===== config.mk =====
export PLATFORM = sky130hd
export DESIGN_NAME = regcmd_decoder
export DESIGN_NICKNAME = d
export VERILOG_FILES = /design/src/rtl/regcmd_pkg.sv /design/src/rtl/cmd_parser.sv /design/src/rtl/shadow_regfile.sv /design/src/rtl/active_decode.sv /design/src/rtl/regcmd_decoder.sv
export SDC_FILE = /design/constraint.sdc
export NUM_CORES = 1
export LEC_CHECK = 0
export BUFFER_PORTS_ARGS = -buffer_cell sky130_fd_sc_hd__buf_4
export CAP_MARGIN = 20
export CORE_MARGIN = 2
export CORE_UTILIZATION = 41
export DETAILED_ROUTE_END_ITERATION = 16
export GPL_TIMING_DRIVEN = 0
export SLEW_MARGIN = 20
export SYNTH_ARGS = -nofsm -noshare
export SYNTH_HDL_FRONTEND = slang
export SYNTH_HIERARCHICAL = 1
export SYNTH_SLANG_ARGS = --single-unit

===== constraint.sdc =====
create_clock -name clk -period 3.2 [get_ports clk]
set_input_delay 0.64 -clock clk [delete_from_list [all_inputs] [get_ports clk]]
set_output_delay 0.64 -clock clk [all_outputs]
set_load 0.005 [all_outputs]

===== src/rtl/regcmd_pkg.sv =====
package regcmd_pkg;
    localparam logic [7:0] ESC_BYTE = 8'hAF;
    localparam logic [7:0] CODE_SET = 8'h20;
    localparam logic [7:0] LOCK_ADDR = 8'hFF;
    localparam logic [7:0] LOCK_VAL = 8'h00;
    localparam logic [7:0] UNLOCK_VAL = 8'hFF;
    localparam logic [7:0] PD_VAL = 8'h07;

    typedef enum logic [1:0] {
        S_IDLE,
        S_CODE,
        S_ADDR,
        S_DATA
    } parse_state_t;
endpackage


===== src/rtl/cmd_parser.sv =====
module cmd_parser
    import regcmd_pkg::*;
(
    input  logic       clk,
    input  logic       rst_n,
    input  logic       in_valid,
    input  logic [7:0] in_data,
    output logic       wr_valid,
    output logic [7:0] wr_addr,
    output logic [7:0] wr_data
);
    parse_state_t state_q, state_d;

    always_comb begin
        state_d = state_q;
        if (in_valid) begin
            unique case (state_q)
                S_IDLE: if (in_data == ESC_BYTE) state_d = S_CODE;
                S_CODE: state_d = (in_data == CODE_SET) ? S_ADDR : S_IDLE;
                S_ADDR: state_d = S_DATA;
                S_DATA: state_d = S_IDLE;
            endcase
        end
    end

    always_ff @(posedge clk or negedge rst_n) begin
        if (!rst_n) state_q <= S_IDLE;
        else        state_q <= state_d;
    end

    always_ff @(posedge clk or negedge rst_n) begin
        if (!rst_n) begin
            wr_valid <= 1'b0;
            wr_addr  <= '0;
            wr_data  <= '0;
        end else begin
            wr_valid <= 1'b0;
            if (in_valid && state_q == S_ADDR) wr_addr <= in_data;
            if (in_valid && state_q == S_DATA) begin
                wr_valid <= 1'b1;
                wr_data  <= in_data;
            end
        end
    end

    AST_WR_FROM_DATA: assert property (@(posedge clk) disable iff (!rst_n)
        wr_valid |-> $past(state_q == S_DATA && in_valid));
    AST_STRAY_DROPPED: assert property (@(posedge clk) disable iff (!rst_n)
        (state_q == S_IDLE && in_valid && in_data != ESC_BYTE) |=> state_q == S_IDLE);
    AST_BAD_CODE_IDLE: assert property (@(posedge clk) disable iff (!rst_n)
        (state_q == S_CODE && in_valid && in_data != CODE_SET) |=> (state_q == S_IDLE && !wr_valid));
endmodule


===== src/rtl/shadow_regfile.sv =====
module shadow_regfile
    import regcmd_pkg::*;
#(
    parameter int REG_COUNT = 48
) (
    input  logic                   clk,
    input  logic                   rst_n,
    input  logic                   wr_valid,
    input  logic [7:0]             wr_addr,
    input  logic [7:0]             wr_data,
    output logic [REG_COUNT*8-1:0] act_flat,
    output logic                   locked,
    output logic                   pd
);
    localparam int IDX_W = $clog2(REG_COUNT);
    localparam int OUTCTL_IDX = 'h1F;

    logic [7:0] shadow_q [REG_COUNT];
    logic [7:0] active_q [REG_COUNT];
    logic       lock_wr, commit, in_range;
    logic [IDX_W-1:0] idx;

    assign lock_wr  = wr_valid && wr_addr == LOCK_ADDR;
    assign commit   = lock_wr && wr_data == UNLOCK_VAL;
    assign in_range = int'(wr_addr) < REG_COUNT;
    assign idx      = wr_addr[IDX_W-1:0];

    always_ff @(posedge clk or negedge rst_n) begin
        if (!rst_n) begin
            for (int i = 0; i < REG_COUNT; i++) begin
                shadow_q[i] <= '0;
                active_q[i] <= '0;
            end
            locked <= 1'b0;
            pd     <= 1'b0;
        end else if (lock_wr) begin
            if (wr_data == LOCK_VAL) locked <= 1'b1;
            if (commit) begin
                locked <= 1'b0;
                for (int i = 0; i < REG_COUNT; i++) active_q[i] <= shadow_q[i];
                pd <= (shadow_q[OUTCTL_IDX] == PD_VAL);
            end
        end else if (wr_valid && in_range) begin
            shadow_q[idx] <= wr_data;
            if (!locked) begin
                active_q[idx] <= wr_data;
                if (int'(wr_addr) == OUTCTL_IDX && wr_data == PD_VAL) pd <= 1'b1;
            end
        end
    end

    for (genvar g = 0; g < REG_COUNT; g++) begin : g_flat
        assign act_flat[g*8 +: 8] = active_q[g];
    end

    AST_LOCKED_HOLDS: assert property (@(posedge clk) disable iff (!rst_n)
        (locked && !commit) |=> $stable(act_flat));
    AST_PD_STICKY: assert property (@(posedge clk) disable iff (!rst_n)
        (pd && !commit) |=> pd);
    AST_COMMIT_UNLOCKS: assert property (@(posedge clk) disable iff (!rst_n)
        commit |=> !locked);
endmodule


===== src/rtl/active_decode.sv =====
module active_decode #(
    parameter int REG_COUNT = 48,
    parameter int NUM_PAIRS = 12
) (
    input  logic [REG_COUNT*8-1:0]   act_flat,
    input  logic                     pd,
    output logic                     depth_24,
    output logic [23:0]              base16,
    output logic [23:0]              base8,
    output logic [NUM_PAIRS*16-1:0]  timing,
    output logic [15:0]              pix_clk_5k,
    output logic                     display_on,
    output logic                     blanked,
    output logic                     power_down
);
    localparam int DEPTH_A = 'h00;
    localparam int PCLK_A  = 'h1B;
    localparam int OUTC_A  = 'h1F;
    localparam int B16_A   = 'h20;
    localparam int B8_A    = 'h26;

    assign depth_24   = act_flat[DEPTH_A*8];
    assign base16     = {act_flat[B16_A*8 +: 8], act_flat[(B16_A+1)*8 +: 8], act_flat[(B16_A+2)*8 +: 8]};
    assign base8      = {act_flat[B8_A*8 +: 8], act_flat[(B8_A+1)*8 +: 8], act_flat[(B8_A+2)*8 +: 8]};
    assign pix_clk_5k = {act_flat[(PCLK_A+1)*8 +: 8], act_flat[PCLK_A*8 +: 8]};

    for (genvar k = 0; k < NUM_PAIRS; k++) begin : g_pair
        localparam int HI = 1 + 2*k;
        assign timing[k*16 +: 16] = {act_flat[HI*8 +: 8], act_flat[(HI+1)*8 +: 8]};
    end

    assign power_down = pd;
    assign display_on = !pd && act_flat[OUTC_A*8 +: 8] == 8'h00;
    assign blanked    = !pd && act_flat[OUTC_A*8 +: 8] != 8'h00;

    always_comb begin
        AST_ONE_OUT_STATE: assert ($onehot({display_on, blanked, power_down}));
    end
endmodule


===== src/rtl/regcmd_decoder.sv =====
module regcmd_decoder #(
    parameter int REG_COUNT = 48,
    parameter int NUM_PAIRS = 12
) (
    input  logic                    clk,
    input  logic                    rst_n,
    input  logic                    in_valid,
    input  logic [7:0]              in_data,
    output logic                    in_ready,
    output logic                    locked,
    output logic                    depth_24,
    output logic [23:0]             base16,
    output logic [23:0]             base8,
    output logic [NUM_PAIRS*16-1:0] timing,
    output logic [15:0]             pix_clk_5k,
    output logic                    display_on,
    output logic                    blanked,
    output logic                    power_down
);
    logic                   wr_valid;
    logic [7:0]             wr_addr, wr_data;
    logic [REG_COUNT*8-1:0] act_flat;
    logic                   pd;

    assign in_ready = 1'b1;

    cmd_parser u_parser (
        .clk(clk), .rst_n(rst_n), .in_valid(in_valid), .in_data(in_data),
        .wr_valid(wr_valid), .wr_addr(wr_addr), .wr_data(wr_data)
    );

    shadow_regfile #(.REG_COUNT(REG_COUNT)) u_regs (
        .clk(clk), .rst_n(rst_n), .wr_valid(wr_valid), .wr_addr(wr_addr),
        .wr_data(wr_data), .act_flat(act_flat), .locked(locked), .pd(pd)
    );

    active_decode #(.REG_COUNT(REG_COUNT), .NUM_PAIRS(NUM_PAIRS)) u_dec (
        .act_flat(act_flat), .pd(pd), .depth_24(depth_24), .base16(base16),
        .base8(base8), .timing(timing), .pix_clk_5k(pix_clk_5k),
        .display_on(display_on), .blanked(blanked), .power_down(power_down)
    );
endmodule


==> metrics.txt, run 1 <==
outcome completed; Critical Path Max Stage Delay 670 ps; Max stage delay cell, worst path nor4_4; clock slew at reported path FFs 70 ps; # rows 98; MaxCap Viol Count 0; final period utilization 0.965; highest metal used met4; io pins 273; Clock Latency Late Sink 640 ps; Cell Pwr Density 403 mW/mm^2; Synth Instances 2639; CTS H-Tree Depth 2; Post-Place Setup Slack -112 ps; met3 WL 5840 um; Post-Syn Area per Cell 11.2 um^2; Leak 0.0154 uW; WS Path Type register to register; final design utilization 0.490; drt pass-1 iters 6; final hold violation count 0; Synth Net Count 2650; met2 wire len 46200 um; Max VDD drop 0.333 mV; Crit. Startpoint u_parser/wr_addr[4]; Met1 Routed Length 41100 um; Hold WS 288 ps; final instance area 0.0351 mm^2; synth warn 6; Area Overhead vs Synth 18.2%; unrepaired setup endpoints after global routing no; Critical Path Source Type register; Setup crit end kind register; initial core utilization 0.414; arrival time at the worst endpoint 3630 ps; Hold Path Origin in_data[1]; Detail Route Antenna Nets 0; Remaining Overflow, GRT 0; Starting DRT DRC Count 2439; worst path cell trace nand2_2 > nor4_4 > clkbuf_1 > clkbuf_1 > a22oi_1 > o221ai_2; Worst EP required 3740 ps; pin count of the biggest net entering global routing 100; fillers 6576; global-route wire length before repair 145000 um; worst rel slew slack 0.233; CORE AREA 0.0716 mm^2; Port Buf Inserts 271; fin nets 2990; FMAX 324 MHz; DR vias 23200; fin crit period 3090 ps; dpl cell area 0.0331 mm^2; post-CTS setup buffers 0; Worst-Margin Slew 1130 ps; RD Place Congestion 0.857; routed len/inst 24.1 um; die width 273 um; die height 273 um; Clock Sink Count 551; setup tns final 0 ps; DRC Markers 0; CP Max Fanout 10; clock skew 25.9 ps; Num CTS Buffers 59; Via-to-Cell Ratio 5.82; Clock Tree Buf Depth 3; Final Max Slew Viols 0; share of cells above drive strength 1 0.425; Netlist Area Pre-Place 0.0297 mm^2; Clock Tree Root clkbuf_16; Final setup viols 0; die area 0.0745 mm^2; Total GRT Usage 0.253; Post-Route WL 95800 um; CP most frequent cell clkbuf_1; initial antenna violation count 3; final worst slack 113 ps; R2R Path Start u_parser/wr_addr[4]; Final HPWL DP 68200 um; vias in the first global route 23400; TritonCTS clock tree yes; hold crit path type input port to register
[state kept, by name, indices dropped and copies added (netlist names), named ones only]
name               flops
u_regs/locked          1
u_parser/wr_addr       8
u_parser/wr_valid      1
u_parser/wr_data       8
u_regs/act_flat      265
u_regs/shadow_q      265
u_parser/state_q       1
u_regs/pd              1
[through the flow]
step | instances | power (uW)
after floorplan | 2639 | 7110
after global placement | 3860 | 7260
after detailed placement | 3866 | 7300
after CTS | 3976 | 14300
after global routing | 3979 | 14600
final | 3979 | 14100
[worst paths after layout]
path                                              to  slack [ps]  cells after the start
worst max-delay path            u_regs/act_flat[143]         110                      6
worst min-delay path             u_parser/wr_data[1]         290                      2
worst max register to register  u_regs/act_flat[143]         110                      6
worst min register to register  u_regs/shadow_q[363]         510                      1
max in group asynchronous       u_regs/act_flat[157]        1350                      4
min in group asynchronous        u_regs/act_flat[24]         520                      2
[power breakdown]
part / switching, uW / total [uW] / leakage (uW) / internal (uW)
logic: 160 / 195 / 0.00670 / 35.2
registers: 1.04 / 6970 / 0.00770 / 6970
clock network: 2970 / 6980 / 0.000950 / 4020
[area by class of cell]
type,count,area (um^2),area share
Clock inverter,28,268,0.00764
Buffer,567,3410,0.0973
Tap cell,950,1190,0.0339
Sequential cell,551,13800,0.393
Inverter,2,7.51,0.000214
Multi-Input combinational cell,1519,12500,0.356
Timing Repair Buffer,279,2230,0.0635
Clock buffer,81,1690,0.0482
Antenna cell,2,5.00,0.000143
[critical path, delay by kind of cell, from the launching register on]
kind	cells	cell delay, ps
and+or+nand+nor	2	820
AOI/OAI and AO/OA	2	420
DFF	1	530
buffers and inverters	2	1210
[repair_timing]
item                       in CTS  in global routing
hold buffers                    1                  0
setup endpoints to repair      99                  7
hold endpoints to repair       46                  0
gates resized for setup         1                  3
pin swaps                       0                  0
[cell usage in the layout, fill, tap and decap left out, drive strengths merged, types with 3 or more instances in the layout]
cell        n
a22oi     249
buf       618
or4b        5
nand2b      3
clkbuf    308
a32oi      16
nor2       39
mux2      281
nor4        3
nand4b      3
dfrtp     551
nor4b       4
nand4bb     4
bufinv      4
clkinvlp    8
or4         9
nor2b       3
clkinv     16
nor4bb      3
o221ai    265
nand2     340
nand3     270
[routing by layer]
layer	vias up	GRT usage
met2	881	0.416
met3	153	0.0373
li1	10200	-
met1	11900	0.342
met5	-	0
met4	0	0.0820
Note: power is estimated with default switching activity, not from simulation.
==> inputs of run 2 (changes only) <==
- BUFFER_PORTS_ARGS: -buffer_cell sky130_fd_sc_hd__buf_4 -> -buffer_cell sky130_fd_sc_hd__buf_2
==> run 2 against run 1 <==
Against the previous run: critical path depth unchanged; maximum frequency increased by 1.3%; clock skew fell by 10 ps; sequential share of layout area increased by 0.73 points; worst setup slack improved by 39 ps; combinational power fell by 3%; first-iteration DRC count fell by 18%; highest routed layer is now met5.
==> metrics.txt, run 2 (synthesis gave the netlist of run 1 again) <==
FMAX 328 MHz (+1.3%); Clock Sink Count 551 (unchanged); Worst Reg-to-Reg Cells 6 (unchanged); fin crit period 3050 ps (-39.0 ps); Cell Pwr Density 414 mW/mm^2 (+2.5%); clock slew at reported path FFs 60 ps (about the same); final design utilization 0.481 (-0.00898); final hold violation count 0 (unchanged); Setup crit end kind register; Worst EP required 3750 ps (about the same); WS Path Type register to register; pin count of the biggest net entering global routing 104 (+4.0%); CTS H-Tree Depth 2 (unchanged); Post-Route WL 94600 um (-1.3%); RD Place Congestion 0.874 (+1.9%); Remaining Overflow, GRT 0 (unchanged); Final Max Slew Viols 0 (unchanged); Num CTS Buffers 60 (+1.7%); CORE AREA 0.0716 mm^2 (unchanged); fin nets 2990 (unchanged); die area 0.0745 mm^2 (unchanged); capturing point of the worst reg2reg path u_regs/act_flat[123]; Leak 0.0154 uW (+0.36%); Worst-Margin Slew 1180 ps (+40.6 ps); outcome completed; share of cells above drive strength 1 0.424 (-0.00132); fin cells 3981 (+0.050%); routed len/inst 23.8 um (-1.4%); die height 273 um (unchanged); initial core utilization 0.414 (unchanged); drt pass-1 iters 5 (-1); hold crit path type input port to register; Setup crit end u_regs/act_flat[123]; Total GRT Usage 0.250 (-0.00263); die width 273 um (unchanged); post-CTS setup buffers 0 (unchanged); TritonCTS clock tree yes; MaxCap Viol Count 0 (unchanged); Final setup viols 0 (unchanged); Critical Path Source Type register; CP Max Fanout 10 (unchanged); DRC Markers 0 (unchanged); initial antenna violation count 7 (+4); Starting DRT DRC Count 1999 (-18%); Max VDD drop 0.384 mV (+15%); unrepaired setup endpoints after global routing no; DR vias 23200 (-0.030%); Clock Latency Late Sink 640 ps (about the same); R2R Path Start u_parser/wr_addr[4]; flop-to-flop setup slack 150 ps (+40 ps); Crit. Startpoint u_parser/wr_addr[4]; worst rel slew slack 0.216 (-0.0164); final period utilization 0.952 (-0.0122); Port Buf Inserts 271 (unchanged); Via-to-Cell Ratio 5.82 (about the same); Final HPWL DP 68300 um (+0.18%); # rows 98 (unchanged); Clock Tree Buf Depth 3 (unchanged); commonest cells after routing, fill and taps aside dfrtp_1 (551), nand2_1 (326), buf_2 (308); global-route wire length before repair 144000 um (-0.52%); clock skew 15.6 ps (-10.4 ps); number of instances in the placed design 3866 (unchanged); most common cell after layout, fill and taps aside dfrtp_1; vias in the first global route 24000 (+2.3%); Detail Route Antenna Nets 0 (unchanged); Clock Tree Root clkbuf_16; Area Overhead vs Synth 16.0%; io pins 273 (unchanged); arrival time at the worst endpoint 3600 ps (-30 ps)
-- run 2: changes by cell type in the layout (fill, tap and decap cells not counted) --
cell,previous run,this run
buf_2,38,308
bufinv_16,4,5
diode_2,2,4
clkinvlp_4,8,2
clkbuf_8,9,11
clkinv_2,14,12
buf_6,36,35
buf_4,529,259
inv_6,0,3
clkbuf_2,2,1
clkbuf_1,236,240
-- run 2: worst min-delay path by stage --
stage / from / endpoint / slack (ps) / cells after the start
global route: in_data[5] / u_parser/wr_addr[5] / 260 / 2
finish: in_data[5] / u_parser/wr_addr[5] / 280 / 2
global placement: u_parser/wr_data[2] / u_parser/wr_data[2] / 480 / 1
detailed placement: u_regs/shadow_q[274] / u_regs/shadow_q[274] / 490 / 1
floorplan: rst_n / asynchronous set/reset pin / 340 / 0
CTS: in_data[5] / u_parser/wr_addr[5] / 260 / 2
-- run 2: final cells by class --
type | count | area, um^2
repair buffers | 278 | 1540
clock inverters | 24 | 269
inverters | 2 | 7.51
fillers | 6623 | 37200
diodes | 4 | 10.0
multi-input cells | 1519 | 12500
plain buffers | 567 | 3410
well taps | 950 | 1190
flip-flops and latches | 551 | 13800
clock buffers | 86 | 1730
-- run 2: metal layers --
layer | vias to the layer above | track usage | wire length [um]
met5 | - | 0 | 15
met2 | 854 | 0.413 | 45200
met1 | 11900 | 0.332 | 40000
met3 | 200 | 0.0418 | 5990
li1 | 10200 | - | -
met4 | 2 | 0.0889 | 3330
-- run 2: stage by stage --
stage	setup slack [ps]	TNS [ps]	hold slack, ps	total power, uW	cell area [um^2]
after global routing	71.4	0	264	14700	34400
final	152	0	280	14200	34400
after CTS	40.4	0	255	14400	34400
after floorplan	1100	0	344	7110	29700
after detailed placement	46.9	0	493	7290	32400
after global placement	-9710	-5309160	485	7260	32200
-- run 2: repair_timing --
action / in CTS / in global routing
endpoints found under the setup margin: 0 / 143
resized for setup: 0 / 1
endpoints found under the hold margin: 54 / 0
hold buffers: 1 / 0
-- run 2: power by group --
part | switching, uW | internal, uW
logic | 157 | 31.9
registers | 1.06 | 6970
clock network | 2930 | 4150
-- run 2: worst max-delay path, stage by stage, from the launching register on --
cell      delay [ps]
dfrtp_1          540
nand2_2          150
nor4_4           600
clkbuf_1         670
clkbuf_1         520
a32oi_1          250
o221ai_2         230
==> inputs of run 3 (changes only) <==
- PLACE_DENSITY: not set -> 0.6
- RECOVER_POWER: not set -> 100
==> run 3 against run 2 <==
Against the previous run: the run now ends with max-capacitance violations, max-slew violations left; worst hold slack about the same; global-route usage is the same; sequential share of layout area grew 1.0 points; core utilization fell by 1.2 points; largest power group unchanged.
==> metrics.txt, run 3 (synthesis gave the netlist of run 1 again) <==
Cell Pwr Density 424 mW/mm^2 (+2.4%); Worst EP required 3740 ps (about the same); drt pass-1 iters 7 (+2); hold crit path type input port to register; Port Buf Inserts 271 (unchanged); outcome finished, violations left; Area Overhead vs Synth 13.2%; arrival time at the worst endpoint 3620 ps (+20 ps); CORE AREA 0.0716 mm^2 (unchanged); final hold violation count 0 (unchanged); Max stage delay cell, worst path clkbuf_1; CP most frequent cell clkbuf_1; initial core utilization 0.414 (unchanged); CP Max Fanout 10 (unchanged); die width 273 um (unchanged); die area 0.0745 mm^2 (unchanged); Final HPWL DP 68300 um (unchanged); Detail Route Antenna Nets 0 (unchanged); die height 273 um (unchanged); Clock Tree Buf Depth 3 (unchanged); final instance area 0.0336 mm^2 (-2.4%); Hold WS 280 ps (+0.0590 ps); worst path buffer plus inverter count 2 (unchanged); clock skew 15.0 ps (-0.583 ps); TritonCTS clock tree yes; fin crit period 3070 ps (+26.4 ps); RD Place Congestion 0.874 (unchanged); failing checks max-capacitance violations, max-slew violations; routed len/inst 23.8 um (about the same); worst path cell trace nand2_2 > nor4_4 > clkbuf_1 > clkbuf_1 > a32oi_1 > o221ai_2; pin count of the biggest net entering global routing 104 (unchanged); initial antenna violation count 7 (unchanged); Crit path max-delay family buffers and inverters; FMAX 325 MHz (-0.86%); clock slew at reported path FFs 60 ps (about the same); Worst-Margin Slew 1610 ps (+430 ps); most common cell after layout, fill and taps aside dfrtp_1; unrepaired setup endpoints after global routing no; CTS H-Tree Depth 2 (unchanged); fin nets 2990 (unchanged); Clock Sink Count 551 (unchanged); final period utilization 0.961 (+0.00824); share of cells above drive strength 1 0.370 (-0.0538); MaxCap Viol Count 1 (+1); Clock Tree Root clkbuf_16; io pins 273 (unchanged); worst rel slew slack -0.0706 (-0.287); Leak 0.0150 uW (-2.9%); DR vias 23200 (+0.26%); final worst slack 126 ps (-26.4 ps); Starting DRT DRC Count 2143 (+7.2%); # rows 98 (unchanged); Via-to-Cell Ratio 5.83 (+0.31%); setup tns final 0 ps (unchanged); global-route wire length before repair 144000 um (unchanged); Remaining Overflow, GRT 0 (unchanged); Critical Path Max Stage Delay 660 ps (about the same); WS Path Type register to register; Post-Place Setup Slack 46.9 ps (unchanged); dpl cell area 0.0324 mm^2 (unchanged); Final setup viols 0 (unchanged); Num CTS Buffers 60 (unchanged); Post-Route WL 94500 um (about the same); Clock Latency Late Sink 630 ps (about the same); vias in the first global route 24000 (unchanged); Setup crit end kind register; Critical Path Source Type register; Final Max Slew Viols 58 (+58); Max VDD drop 0.382 mV (-0.61%); Total GRT Usage 0.250 (unchanged); commonest cells after routing, fill and taps aside dfrtp_1 (551), nand2_1 (336), clkbuf_1 (290); post-CTS setup buffers 0 (unchanged); DRC Markers 0 (unchanged)
## run 3: routing by layer
layer | track usage | vias to the layer above | part of all wire
met1 | 0.332 | 11900 | 0.42
met3 | 0.0418 | 212 | 0.066
met4 | 0.0889 | 2 | 0.037
li1 | - | 10200 | -
met2 | 0.413 | 890 | 0.48
met5 | 0 | - | 0.00016
## run 3: path summary, 6_finish.rpt
| path | cells past startpoint | slack (ps) | to | startpoint |
|---|---|---|---|---|
| max | 6 | 130 | u_regs/act_flat[125] | u_parser/wr_addr[4] |
| min | 2 | 280 | u_parser/wr_addr[5] | in_data[5] |
| max reg2reg | 6 | 130 | u_regs/act_flat[125] | u_parser/wr_addr[4] |
| min reg2reg | 1 | 500 | u_parser/wr_data[7] | u_parser/wr_data[7] |
| max in group asynchronous | 4 | 540 | u_regs/act_flat[187] | rst_n |
| min in group asynchronous | 2 | 550 | u_regs/act_flat[29] | rst_n |
## run 3: final cells by class
class | count | area [um^2]
Fill cell | 6795 | 38000
Sequential cell | 551 | 13800
Clock inverter | 24 | 269
Antenna cell | 2 | 5.00
Clock buffer | 86 | 1730
Timing Repair Buffer | 278 | 1510
Inverter | 2 | 7.51
Multi-Input combinational cell | 1519 | 11800
Buffer | 567 | 3270
Tap cell | 950 | 1190
## run 3: metrics by stage
step | power, uW | util | instances
6_report | 14200 | 0.469 | 3979
3_3_place_gp | 7260 | 0.450 | 3860
5_1_grt | 14700 | 0.469 | 3979
4_1_cts | 14400 | 0.480 | 3977
3_5_place_dp | 7290 | 0.452 | 3866
2_1_floorplan | 7110 | - | 2639
## run 3: power by group
part | internal (uW) | total (uW) | switching, uW
clock | 4150 | 7070 | 2920
sequential | 6970 | 6970 | 1.08
combinational | 29.1 | 185 | 156
## run 3: what timing repair did
action                                 CTS  global route
resized for setup                        0             1
hold buffers                             1             0
setup endpoints to repair                0           143
endpoints found under the hold margin   54             0
